==> config.mk <==
export PLATFORM = sky130hd
export DESIGN_NAME = cpl_dw_gen
export DESIGN_NICKNAME = d
export VERILOG_FILES = /design/src/rtl/cpl_pkg.sv /design/src/rtl/cpl_req_hold.sv /design/src/rtl/cpl_lat_timer.sv /design/src/rtl/cpl_desc_pack.sv /design/src/rtl/cpl_dw_gen.sv
export SDC_FILE = /design/constraint.sdc
export NUM_CORES = 1
export LEC_CHECK = 0
export BUFFER_PORTS_ARGS = -buffer_cell sky130_fd_sc_hd__buf_2
export CAP_MARGIN = 5
export CORE_AREA = 10 10 134 136
export DETAILED_ROUTE_END_ITERATION = 16
export DIE_AREA = 0 0 144 146
export GPL_TIMING_DRIVEN = 1
export PLACE_DENSITY_LB_ADDON = 0.15
export RECOVER_POWER = 50
export REMOVE_ABC_BUFFERS = 1
export SYNTH_ARGS = -nofsm -noshare
export SYNTH_HDL_FRONTEND = slang
export SYNTH_SLANG_ARGS = --single-unit
==> constraint.sdc <==
create_clock -name clk -period 2.1 [get_ports clk]
set_clock_uncertainty 0.05 [all_clocks]
set_input_delay 0 -clock clk [delete_from_list [all_inputs] [get_ports clk]]
set_output_delay 0 -clock clk [all_outputs]
set_load 0.05 [all_outputs]
==> src/rtl/cpl_pkg.sv <==
package cpl_pkg;

    // Controller states
    typedef enum logic [1:0] {
        ST_IDLE  = 2'd0,
        ST_ISSUE = 2'd1,
        ST_WAIT  = 2'd2,
        ST_SEND  = 2'd3
    } cpl_state_e;

    // Header fields of a request carried through to the completion
    typedef struct packed {
        logic [7:0]  fn;
        logic [3:0]  first_be;
        logic [15:0] rid;
        logic [7:0]  tag;
        logic [2:0]  tc;
        logic [2:0]  attr;
    } cpl_hdr_t;

    // Completion descriptor field positions (decoded downstream)
    localparam int LA_LO    = 0;
    localparam int LA_W     = 7;
    localparam int AT_LO    = 8;
    localparam int BC_LO    = 16;
    localparam int BC_W     = 13;
    localparam int LOCK_BIT = 29;
    localparam int DC_LO    = 32;
    localparam int DC_W     = 11;
    localparam int ST_LO    = 43;
    localparam int POIS_BIT = 46;
    localparam int RID_LO   = 48;
    localparam int TAG_LO   = 64;
    localparam int FN_LO    = 72;
    localparam int BUS_LO   = 80;
    localparam int CIDE_BIT = 88;
    localparam int TC_LO    = 89;
    localparam int ATTR_LO  = 92;
    localparam int ECRC_BIT = 95;
    localparam int PAY_LO   = 96;
    localparam int DESC_DW  = 3;

    // Byte offset of the first enabled byte
    function automatic logic [1:0] first_byte(input logic [3:0] be);
        logic [1:0] r;
        r = 2'd0;
        for (int i = 3; i >= 0; i--) begin
            if (be[i]) r = 2'(i);
        end
        return r;
    endfunction

endpackage

==> src/rtl/cpl_req_hold.sv <==
module cpl_req_hold
    import cpl_pkg::*;
#(
    parameter int DW_AW = 9
) (
    input  logic             clk,
    input  logic             rst_n,
    input  logic             load,
    input  cpl_hdr_t         hdr_in,
    input  logic [DW_AW-1:0] addr_in,
    output cpl_hdr_t         hdr_q,
    output logic [DW_AW-1:0] addr_q
);

    always_ff @(posedge clk) begin
        if (!rst_n) begin
            hdr_q  <= '0;
            addr_q <= '0;
        end else if (load) begin
            hdr_q  <= hdr_in;
            addr_q <= addr_in;
        end
    end

endmodule

==> src/rtl/cpl_lat_timer.sv <==
module cpl_lat_timer #(
    parameter int MEM_LAT = 2,
    localparam int CW     = $clog2(MEM_LAT + 1)
) (
    input  logic clk,
    input  logic rst_n,
    input  logic load,
    input  logic run,
    output logic expired
);

    localparam logic [CW-1:0] LAT_C = CW'(MEM_LAT);

    logic [CW-1:0] cnt_q;

    always_ff @(posedge clk) begin
        if (!rst_n) begin
            cnt_q <= '0;
        end else if (load) begin
            cnt_q <= CW'(1);
        end else if (run && cnt_q != LAT_C) begin
            cnt_q <= cnt_q + CW'(1);
        end
    end

    assign expired = run && (cnt_q == LAT_C);

    // while waiting, the count stays within 1..MEM_LAT
    a_r3_count_window: assert property (@(posedge clk) disable iff (!rst_n)
        run |-> (cnt_q != '0 && cnt_q <= LAT_C));

endmodule

==> src/rtl/cpl_desc_pack.sv <==
module cpl_desc_pack
    import cpl_pkg::*;
#(
    parameter int DW_AW   = 9,
    parameter int TDATA_W = 256,
    localparam int KEEP_W = TDATA_W / 32
) (
    input  cpl_hdr_t         hdr,
    input  logic [DW_AW-1:0] dw_addr,
    input  logic [31:0]      payload,
    output logic [TDATA_W-1:0] beat,
    output logic [KEEP_W-1:0]  keep
);

    always_comb begin
        beat = '0;
        beat[LA_LO +: LA_W]   = {dw_addr[4:0], first_byte(hdr.first_be)};
        beat[AT_LO +: 2]      = 2'b00;
        beat[BC_LO +: BC_W]   = BC_W'(4);
        beat[LOCK_BIT]        = 1'b0;
        beat[DC_LO +: DC_W]   = DC_W'(1);
        beat[ST_LO +: 3]      = 3'b000;
        beat[POIS_BIT]        = 1'b0;
        beat[RID_LO +: 16]    = hdr.rid;
        beat[TAG_LO +: 8]     = hdr.tag;
        beat[FN_LO +: 8]      = hdr.fn;
        beat[BUS_LO +: 8]     = 8'h00;
        beat[CIDE_BIT]        = 1'b0;
        beat[TC_LO +: 3]      = hdr.tc;
        beat[ATTR_LO +: 3]    = hdr.attr;
        beat[ECRC_BIT]        = 1'b0;
        beat[PAY_LO +: 32]    = payload;
    end

    for (genvar i = 0; i < KEEP_W; i++) begin : g_keep
        assign keep[i] = (i <= DESC_DW) ? 1'b1 : 1'b0;
    end

endmodule

==> src/rtl/cpl_dw_gen.sv <==
module cpl_dw_gen
    import cpl_pkg::*;
#(
    parameter int DW_AW   = 9,
    parameter int MEM_LAT = 2,
    parameter int TDATA_W = 256,
    localparam int MEM_AW = DW_AW + 4,
    localparam int KEEP_W = TDATA_W / 32
) (
    input  logic               clk,
    input  logic               rst_n,
    input  logic               req_valid,
    input  logic [7:0]         req_fn,
    input  logic [DW_AW-1:0]   req_dw_addr,
    input  logic [3:0]         req_first_be,
    input  logic [15:0]        req_rid,
    input  logic [7:0]         req_tag,
    input  logic [2:0]         req_tc,
    input  logic [2:0]         req_attr,
    output logic               mem_rd_en,
    output logic [MEM_AW-1:0]  mem_rd_addr,
    input  logic [31:0]        mem_rd_data,
    output logic [TDATA_W-1:0] cpl_tdata,
    output logic [KEEP_W-1:0]  cpl_tkeep,
    output logic               cpl_tlast,
    output logic               cpl_tvalid,
    input  logic               cpl_tready,
    output logic               done
);

    cpl_state_e state_q, state_d;
    cpl_hdr_t   hdr_in, hdr_q;
    logic [DW_AW-1:0] addr_q;
    logic [31:0] data_q;
    logic        accept, lat_load, lat_run, lat_exp;

    assign hdr_in = '{fn: req_fn, first_be: req_first_be, rid: req_rid,
                      tag: req_tag, tc: req_tc, attr: req_attr};
    assign accept = (state_q == ST_IDLE) && req_valid;

    cpl_req_hold #(.DW_AW(DW_AW)) u_hold (
        .clk     (clk),
        .rst_n   (rst_n),
        .load    (accept),
        .hdr_in  (hdr_in),
        .addr_in (req_dw_addr),
        .hdr_q   (hdr_q),
        .addr_q  (addr_q)
    );

    assign lat_load = (state_q == ST_ISSUE);
    assign lat_run  = (state_q == ST_WAIT);

    cpl_lat_timer #(.MEM_LAT(MEM_LAT)) u_timer (
        .clk     (clk),
        .rst_n   (rst_n),
        .load    (lat_load),
        .run     (lat_run),
        .expired (lat_exp)
    );

    // State register
    always_ff @(posedge clk) begin
        if (!rst_n) state_q <= ST_IDLE;
        else        state_q <= state_d;
    end

    // Transitions: accept, issued, data_ready, handshake
    always_comb begin
        state_d = state_q;
        unique case (state_q)
            ST_IDLE:  if (req_valid)  state_d = ST_ISSUE;
            ST_ISSUE:                 state_d = ST_WAIT;
            ST_WAIT:  if (lat_exp)    state_d = ST_SEND;
            ST_SEND:  if (cpl_tready) state_d = ST_IDLE;
            default:                  state_d = ST_IDLE;
        endcase
    end

    // Outputs decoded from state
    always_comb begin
        mem_rd_en   = (state_q == ST_ISSUE);
        mem_rd_addr = {hdr_q.fn[6], hdr_q.fn[2:0], addr_q};
        cpl_tvalid  = (state_q == ST_SEND);
        cpl_tlast   = (state_q == ST_SEND);
        done        = (state_q == ST_SEND) && cpl_tready;
    end

    // Read-data holding register
    always_ff @(posedge clk) begin
        if (!rst_n)       data_q <= '0;
        else if (lat_exp) data_q <= mem_rd_data;
    end

    cpl_desc_pack #(.DW_AW(DW_AW), .TDATA_W(TDATA_W)) u_pack (
        .hdr     (hdr_q),
        .dw_addr (addr_q),
        .payload (data_q),
        .beat    (cpl_tdata),
        .keep    (cpl_tkeep)
    );

    // the memory strobe lasts one cycle
    a_r2_single_strobe: assert property (@(posedge clk) disable iff (!rst_n)
        mem_rd_en |=> !mem_rd_en);

    // a stalled beat holds
    a_r5_hold_beat: assert property (@(posedge clk) disable iff (!rst_n)
        (cpl_tvalid && !cpl_tready) |=> (cpl_tvalid && $stable(cpl_tdata)));

    // done only with a handshake, never two cycles running
    a_r10_done_handshake: assert property (@(posedge clk) disable iff (!rst_n)
        done |-> (cpl_tvalid && cpl_tready));
    a_r10_done_single: assert property (@(posedge clk) disable iff (!rst_n)
        done |=> !done);

    // no read while a beat is pending or in the cycle after done
    a_r11_no_read_busy: assert property (@(posedge clk) disable iff (!rst_n)
        cpl_tvalid |-> !mem_rd_en);
    a_r11_no_read_after_done: assert property (@(posedge clk) disable iff (!rst_n)
        done |=> !mem_rd_en);

endmodule

==> impl_metrics.tcl, run 1 <==
set metrics [dict create \
    rows 46 \
    portBuffers 180 \
    power_frac_comb_pct 41.9 \
    swShare_pct 46.19 \
    reg2reg_slack_ns 0.43 \
    grt_antenna_before_repair 1 \
    drive_above_1_share_pct 13.42 \
    hold_path_class "primary input to flip-flop" \
    p_sw_mw 2.845 \
    timing.hold.ws_ns 0.08594 \
    seqPwrFrac_pct 31.7 \
    peakVddDrop_uv 390.1 \
    path_clk_slew_ns 0.06 \
    grt_pass1_vias 4146 \
    setup_slack_ns 0.4271 \
    syn_inst 636 \
    drv_cap 0 \
    timing.rr.start "state_q[1]" \
    tightestPinTransition_ns 0.7401 \
    die_w_um 144 \
    yosysTopAreaCell "buf_4" \
    cp-end-kind "flip-flop" \
    drc 0 \
    synth.distinct_cells 22 \
    cp.arrival_ns 1.89 \
    hold_end "state_q[1]" \
    grt_max_degree 52 \
    grt_pass1_wl_um 21570 \
    ctsHtreeMaxLevel 3 \
    critPathKind "flip-flop to flip-flop" \
    yosysWarnings 0 \
    dp_hpwl_um 10820 \
    first_pass_iters 4 \
    yosys.area.top_type_share_pct 35.91 \
    synthTopCellsByArea "buf_4 (36%), dfxtp_1 (35%), nand2_1 (13%), a21oi_1 (8.6%), ha_1 (1.8%)" \
    ys_ff_latch 87 \
    area_delta_synth_final_pct 21.54 \
    yosysMostFrequentCell "buf_4" \
    n_fill_cell 1673 \
    synth_common_cells "buf_4 (235), nand2_1 (171), dfxtp_1 (87)" \
    synth_async_sr_flop_share_pct 0 \
    grt_overflow 0 \
    slew_viol_final 0 \
    reg2reg_to "state_q[0]" \
    core_um2 15480 \
    worstRegToRegCells 4 \
    numCtsBuffers 9 \
    initialDrtViolationCount 97 \
    rsz0062_at_grt "false" \
    via_per_inst 3.819 \
    fp.dieH_um 146 \
    dp_slack_ns 0.06901 \
    clock.fmax_ghz 0.5978 \
    start_util_pct 31.74 \
    num_vias 3953 \
    drt_wl_total_um 14420 \
    syn_area_per_cell_um2 7.726 \
    slew_headroom_pct 50.87 \
    die_area_um2 21020 \
    finalSetupTns_ns 0 \
    whs_path_depth 4 \
    internal_power_mw 3.314 \
    min_period_ns 1.673 \
    ant_nets 0 \
    required_ns 2.32 \
    outcome "complete, no violations" \
    track_usage_pct 12.58 \
    clockBufferDepth 2 \
    p_clk_share_pct 26.3 \
    synth_edf_count 0 \
    cts_tree "yes" \
    setup_violations 0 \
    cts_root_buffer "clkbuf_16" \
    critPathMaxFanout 5 \
    p_leak_nw 2.694 \
    fin_nets 932 \
    yosysSeqAreaShare_pct 35.45 \
    startpoint_type "flip-flop" \
    cts_num_sinks 87 \
    min_period_over_period_pct 79.66 \
    clock_latency_ns 0.34 \
    routabilityCongestion 0.6891 \
    power_density_nw_per_um2 1031 \
    min-delay-start "req_valid" \
    dominantRegCellSynth "dfxtp_1" \
    cts_setup_buffers 0 \
    post_drt_wl_per_cell_um 13.94 \
    syn_area_um2 4913 \
    num_io_pins 368 \
    hold_viol_final 0 \
]
==> worst max-delay path: stages, from the launching register on <==
cell      delay (ns)
dfxtp_1         0.41
inv_1           0.11
ha_1            0.24
a222oi_1        0.52
mux2i_1         0.26
==> how the worst max path moves through the flow <==
stage / start / end / slack (ns) / cells past startpoint
after floorplan: state_q[0] / u_hold.addr_q[0] / 0.21 / 5
after global placement: state_q[0] / data_q[8] / 0.14 / 5
after detailed placement: state_q[0] / data_q[15] / 0.07 / 5
after CTS: state_q[0] / data_q[15] / 0.05 / 5
after global routing: state_q[1] / u_hold.hdr_q[0] / 0.24 / 5
final: state_q[1] / state_q[0] / 0.43 / 4
==> flip-flops by register name, indices dropped and copies added, names as in the netlist <==
| name | count |
|---|---|
| u_hold.hdr_q | 42 |
| u_hold.addr_q | 9 |
| u_timer.cnt_q | 2 |
| state_q | 2 |
| data_q | 32 |
==> metal layers <==
metal	vias to the layer above	track usage (%)	wire, um
li1	1959	-	-
met5	-	0	0
met4	0	4.086	218
met3	16	5.157	1643
met2	202	23.32	7416
met1	1776	12.17	5144
==> kinds of logic after synthesis <==
kind of cell,share of synthesized area [%]
flip-flops,35.45
other,0.1528
buffers and inverters,38.88
AND/OR/NAND/NOR,13.93
adder cells (fa/ha/maj),1.782
AO/OA/AOI/OAI,9.218
multiplexers,0.4075
XOR/XNOR,0.1783
==> cell type report <==
type                    instances  area (um^2)  share of cell area, %
clock inverters                 3        42.54                 0.7123
well taps                     192        240.2                  4.023
diodes                          1        2.502                0.04190
inverters                       8        30.03                 0.5028
flip-flops and latches         87         1742                  29.16
clock buffers                  12        256.5                  4.295
repair buffers                268         1697                  28.41
multi-input cells             464         1962                  32.85
==> power by group through the flow <==
stage	logic, mW	clock network, mW	registers, mW
2_1_floorplan	1.35	0	2.60
3_3_place_gp	2.49	0	1.98
3_5_place_dp	2.51	0	1.99
4_1_cts	2.64	1.69	1.95
5_1_grt	2.77	1.73	1.98
6_report	2.58	1.62	1.95
==> timing repair <==
item,CTS,global route
hold endpoints to repair,86,0
resized for setup,0,2
setup endpoints to repair,0,83
hold buffers,84,0
==> stage by stage <==
step	instance area (um^2)	util, %	cells	power [mW]
after floorplan	3727	-	559	3.949
after global placement	4940	31.91	935	4.465
after detailed placement	4940	31.91	935	4.493
after CTS	6080	39.27	1034	6.276
after global routing	5972	38.57	1035	6.486
final	5972	38.57	1035	6.159
==> layout by cell type (no fill, tap or decap), drive strengths merged <==
cell / netlist / final
conb: 2 / 187
a222oi: 1 / 1
mux2i: 2 / 2
clkinvlp: 0 / 1
ha: 7 / 7
diode: 0 / 1
inv: 8 / 8
dlygate4sd3: 0 / 84
clkbuf: 11 / 102
o21ai: 1 / 1
and2: 3 / 3
clkinv: 0 / 1
buf: 251 / 94
bufinv: 0 / 1
dfxtp: 87 / 87
a21oi: 84 / 84
nor2b: 1 / 1
nand2: 171 / 171
o21a: 1 / 1
a2111oi: 1 / 1
xnor2: 1 / 1
nor2: 3 / 3
nor3: 1 / 1
No activity file was read; power rests on OpenSTA's default activity.
==> inputs of run 2 (changes only) <==
==> constraint.sdc (replaced) <==
create_clock -name clk -period 1.4 [get_ports clk]
set_clock_uncertainty 0.05 [all_clocks]
set_input_delay 0 -clock clk [delete_from_list [all_inputs] [get_ports clk]]
set_output_delay 0 -clock clk [all_outputs]
set_load 0.05 [all_outputs]
==> run 2 against run 1 <==
Cell count up 0.87%. Sequential power up 51%. Flip-flop and latch count is the same. Core utilization up 1.8 points. Global-route usage up 0.094 points. Critical path type unchanged.
==> impl_metrics.tcl, run 2 (same netlist as run 1, synthesis figures left out) <==
set metrics [dict create \
    rows 46 \
    min_period_over_period_pct 99.36 \
    peakVddDrop_uv 606.6 \
    die_w_um 144 \
    core_um2 15480 \
    start_util_pct 31.74 \
    grt_max_degree 52 \
    numCtsBuffers 9 \
    critPathMaxFanout 4 \
    required_ns 1.61 \
    clock.fmax_ghz 0.7189 \
    drc 0 \
    reg2reg_slack_ns 0.009 \
    power_density_nw_per_um2 1625 \
    largest_register "u_hold.hdr_q" \
    rsz0062_at_grt "true" \
    cts_tree "yes" \
    fin_util_pct 40.40 \
    drt_wl_total_um 15020 \
    max_stage_delay_ns 0.36 \
    first_pass_iters 4 \
    cp-end-kind "flip-flop" \
    post_drt_wl_per_cell_um 14.39 \
    grt_pass1_vias 4137 \
    reg.largest.list "u_hold.hdr_q x42, data_q x32, u_hold.addr_q x9" \
    outcome "complete, no violations" \
    min_period_ns 1.391 \
    tightestPinTransition_ns 0.6477 \
    dp_hpwl_um 10770 \
    ctsHtreeMaxLevel 3 \
    hold_path_class "primary input to flip-flop" \
    via_per_inst 3.861 \
    critPathSlowestCell "dfxtp_4" \
    fp.dieH_um 146 \
    drive_above_1_share_pct 16.90 \
    grt_overflow 0 \
    startpoint_type "flip-flop" \
    grt_pass1_wl_um 21490 \
    routabilityCongestion 0.7008 \
    final_common_cell "conb_1" \
    num_vias 4031 \
    portBuffers 180 \
    fin_nets 941 \
    ant_nets 0 \
    grt_antenna_before_repair 0 \
    die_area_um2 21020 \
    crit_family "flip-flops" \
    slew_headroom_pct 57.00 \
    setup_violations 0 \
    area_delta_synth_final_pct 27.30 \
    cts_num_sinks 87 \
    crit_buf_inv 2 \
    slew_viol_final 0 \
    cp.arrival_ns 1.60 \
    clock_latency_ns 0.34 \
    drv_cap 0 \
    initialDrtViolationCount 81 \
    hold_viol_final 0 \
    cts_root_buffer "clkbuf_16" \
    critPathKind "flip-flop to flip-flop" \
    crit_chain "inv_2 > ha_4 > a222oi_1 > buf_4 > mux2i_1" \
    path_clk_slew_ns 0.07 \
    setup_slack_ns 0.008937 \
    mostFrequentLayoutCells "conb_1 (187), nand2_1 (170), buf_2 (90)" \
    dp_slack_ns -0.1455 \
    p_leak_nw 2.832 \
    largest_register_ff_count 42 \
    diodes 0 \
    clockBufferDepth 2 \
    num_io_pins 368 \
    track_usage_pct 12.68 \
]
[run 2: final timing paths]
check                        start               end  depth (start not counted)
hold reg to reg   u_hold.hdr_q[11]  u_hold.hdr_q[11]                          2
setup reg to reg        state_q[1]        state_q[1]                          5
setup / recovery        state_q[1]        state_q[1]                          5
hold / removal           req_valid  u_hold.addr_q[5]                          5
[run 2: repair_timing]
item                                   4_1_cts  5_1_grt
endpoints found under the hold margin       86        0
resized for setup                           15        7
hold buffers                                84        0
setup buffers                                2        0
cloned                                       0        3
pin swaps                                    2        0
setup endpoints to repair                   87       88
[run 2: layout make-up]
cell class	instances	area, um^2
Sequential cell	87	1749
Multi-Input combinational cell	464	1996
Clock inverter	7	145.1
Clock buffer	9	225.2
Tap cell	192	240.2
Inverter	8	32.53
Timing Repair Buffer	277	1867
Fill cell	1646	9228
[run 2: per-layer routing]
metal | global-route usage [%] | up-vias | part of all wire [%]
li1 | - | 1980 | -
met1 | 12.21 | 1813 | 36
met2 | 23.14 | 215 | 51
met3 | 4.798 | 23 | 11
met4 | 5.669 | 0 | 2.1
met5 | 0 | - | 0
[run 2: tightest hold or removal path, stage by stage]
cell,delay (ns)
buf_2,0.11
nand2_2,0.06
buf_12,0.17
nand2_1,0.09
a21oi_1,0.05
[run 2: power breakdown]
group | switching (mW) | internal, mW | leakage, nW
combinational | 3.26 | 0.986 | 1.95
clock | 1.04 | 1.93 | 0.176
sequential | 0.168 | 2.78 | 0.710
total | 4.47 | 5.70 | 2.83
[run 2: stage by stage]
step / power [mW] / instance area, um^2 / instances / hold WS [ns] / setup TNS [ns]
after CTS: 10.12 / 6266 / 1041 / 0.1325 / -0.01637
final: 10.16 / 6255 / 1044 / 0.1339 / 0
after floorplan: 5.923 / 3727 / 559 / 0.06745 / -32.06
after global placement: 6.762 / 4995 / 939 / 0.1901 / -1.068
after global routing: 10.71 / 6255 / 1044 / 0.1415 / -0.1936
after detailed placement: 6.819 / 4995 / 939 / 0.1972 / -5.455
==> inputs of run 3 (changes only) <==
--- a/config.mk
+++ b/config.mk
@@ -16,4 +16,5 @@
 export REMOVE_ABC_BUFFERS = 1
 export SYNTH_ARGS = -nofsm -noshare
 export SYNTH_HDL_FRONTEND = slang
+export SYNTH_HIERARCHICAL = 1
 export SYNTH_SLANG_ARGS = --single-unit
==> constraint.sdc (replaced) <==
create_clock -name clk -period 1.15 [get_ports clk]
set_clock_uncertainty 0.05 [all_clocks]
set_input_delay 0 -clock clk [delete_from_list [all_inputs] [get_ports clk]]
set_output_delay 0 -clock clk [all_outputs]
set_load 0.05 [all_outputs]
==> run 3 against run 2 <==
The flow now finishes with violations (negative setup slack). Synthesized cell count fell by 10%. Clock power rose by 2%. Global-route usage rose by 0.083 points. Register-to-register slack got worse by 0.38 ns. Flip-flop and latch count did not move. Non-clock buffer count rose by 22. Wire length fell by 0.88%. Via count fell by 8.5%. Worst setup slack got worse by 0.38 ns. Sequential share of layout area fell by 3.1 points. Total power rose by 28%. Hold slack got worse by 0.044 ns. Largest power group unchanged. Highest routed layer unchanged.
==> impl_metrics.tcl, run 3 <==
set metrics [dict create \
    outcome "complete, but fails checks" \
    violations "negative setup slack" \
    grt_pass1_vias 3960 \
    swShare_pct 42.71 \
    max_stage_delay_ns 0.34 \
    via_per_inst 3.758 \
    cp-end-kind "flip-flop" \
    synth.distinct_cells 24 \
    p_clk_share_pct 23.2 \
    mostFrequentLayoutCells "conb_1 (187), buf_2 (130), nor2b_1 (83), dlygate4sd3_1 (83), dfxtp_1 (79)" \
    yosysWarnings 6 \
    power_frac_comb_pct 49.0 \
    startpoint_type "flip-flop" \
    finalSetupTns_ns -27.04 \
    met3_usage_pct 5.352 \
    power_density_nw_per_um2 1844 \
    die_area_um2 21020 \
    synth_common_cells "buf_4 (264), dfxtp_1 (87), mux2i_1 (85)" \
    clock.fmax_ghz 0.6566 \
    seqPwrFrac_pct 27.9 \
    final_common_cell "conb_1" \
    setup_violations 92 \
    dominantRegCellSynth "dfxtp_1" \
    hold_viol_final 0 \
    ys_ff_latch 87 \
    critPathMaxFanout 3 \
    p_leak_nw 3.398 \
    p_sw_mw 5.561 \
    diodes 0 \
    track_usage_pct 12.76 \
    cp.arrival_ns 1.74 \
    required_ns 1.37 \
    path_clk_slew_ns 0.06 \
    largest_register_ff_count 42 \
    min_period_ns 1.523 \
    first_pass_iters 4 \
    setup_slack_ns -0.3729 \
    syn_inst 572 \
    dp_hpwl_um 10640 \
    ant_nets 0 \
    drc 0 \
    syn_area_um2 5478 \
    syn_area_per_cell_um2 9.576 \
    drt_wl_total_um 14890 \
    yosysMostFrequentCell "buf_4" \
    rows 46 \
    crit_family "compound AO/OA/AOI/OAI gates" \
    clockBufferDepth 2 \
    num_vias 3690 \
    min_period_over_period_pct 132.4 \
    crit_buf_inv 3 \
    post_drt_wl_per_cell_um 15.16 \
    ctsHtreeMaxLevel 3 \
    fp.dieH_um 146 \
    peakVddDrop_uv 845.3 \
    synth_async_sr_flop_share_pct 0 \
    finalPower_mw 13.02 \
    routabilityCongestion 0.7059 \
    start_util_pct 35.38 \
    core_um2 15480 \
    cts_num_sinks 87 \
    grt_max_degree 57 \
    drive_above_1_share_pct 33.54 \
    rsz0062_at_grt "true" \
    critPathKind "flip-flop to flip-flop" \
    area_delta_synth_final_pct 28.87 \
    grt_overflow 0 \
    n_fill_cell 1472 \
    num_io_pins 368 \
    yosysSeqAreaShare_pct 31.80 \
    grt_pass1_wl_um 21250 \
    synth_edf_count 0 \
    portBuffers 180 \
    fin_nets 878 \
    cts_root_buffer "clkbuf_16" \
    numCtsBuffers 9 \
    timing.hold.ws_ns 0.09033 \
    finalInstanceArea_um2 7059 \
    initialDrtViolationCount 84 \
    grt.met2_usage_pct 24.11 \
    grt.busiest_layer "met2" \
    yosys.area.top_type_share_pct 36.18 \
    cts_tree "yes" \
    internal_power_mw 7.459 \
    hold_path_class "primary input to flip-flop" \
    die_w_um 144 \
    reg.largest.list "u_hold/hdr_q x42, data_q x32, u_hold/addr_q x9" \
    use_met1_pct 11.48 \
    yosysTopAreaCell "buf_4" \
    critPathSlowestCell "a222oi_1" \
    largest_register "u_hold/hdr_q" \
    synthTopCellsByArea "buf_4 (36%), dfxtp_1 (32%), mux2i_1 (16%), nor2b_1 (9.5%), buf_8 (1.4%)" \
    drv_cap 0 \
    postPlaceCellArea_um2 5376 \
    slew_viol_final 0 \
    clock_latency_ns 0.34 \
    grt_antenna_before_repair 0 \
    crit_chain "inv_4 > ha_4 > and2_4 > inv_2 > a222oi_1 > buf_4 > mux2i_1" \
]
run 3: worst paths after layout:
check / to / slack (ns) / startpoint / cells past startpoint
max: state_q[1] / -0.37 / state_q[0] / 7
min: u_hold/hdr_q[27] / 0.09 / rst_n / 3
max reg2reg: state_q[1] / -0.37 / state_q[0] / 7
min reg2reg: u_hold/hdr_q[12] / 0.46 / u_hold/hdr_q[12] / 2
run 3: power groups by stage:
stage | Sequential (mW) | Clock (mW) | Combinational, mW
6_report | 3.63 | 3.02 | 6.37
3_3_place_gp | 3.62 | 0 | 5.06
2_1_floorplan | 4.73 | 0 | 2.82
3_5_place_dp | 3.62 | 0 | 5.11
5_1_grt | 3.68 | 3.25 | 6.71
4_1_cts | 3.61 | 3.12 | 6.19
run 3: worst reg2reg max path: stages, from the launching register on:
cell and delay [ns]:
dfxtp_2 0.33, inv_4 0.08, ha_4 0.13, and2_4 0.14, inv_2 0.03, a222oi_1 0.34
buf_4 0.19, mux2i_1 0.16
run 3: metal layers:
layer | vias up | part of all wire (%)
li1 | 1787 | -
met1 | 1679 | 32
met2 | 200 | 54
met5 | - | 0
met4 | 0 | 2.0
met3 | 24 | 12
run 3: stage by stage:
stage / worst slack, ns / util, % / std cells
after floorplan: -1.662 / - / 475
after global placement: -0.3878 / 34.73 / 864
after detailed placement: -0.4370 / 34.73 / 864
after CTS: -0.3621 / 44.55 / 975
after global routing: -0.5078 / 45.60 / 982
final: -0.3729 / 45.60 / 982
run 3: timing repair:
action                     CTS  global route
pin swaps                   11             5
gates cloned                 4             5
setup buffers                8             6
gates resized for setup     50            23
hold endpoints to repair    83             0
setup endpoints to repair   93            93
hold buffers                83             0
run 3: cell type report:
class                      count  area (um^2)  share of cell area [%]
clock buffer                  11        252.7                   3.580
sequential                    87         1757                   24.88
timing repair buffer         299         2317                   32.83
inverter                       9        38.79                  0.5495
clock inverter                 5        56.30                  0.7976
multi-input combinational    379         2397                   33.96
tap                          192        240.2                   3.403
run 3: cell families after synthesis:
family | count (synthesis) | share of synthesized area, %
mux | 85 | 15.53
compound gates | 5 | 1.074
other cells | 2 | 0.1371
flops | 87 | 31.80
buf+inv | 291 | 39.26
fa+ha+maj | 6 | 1.370
simple gates | 96 | 10.83
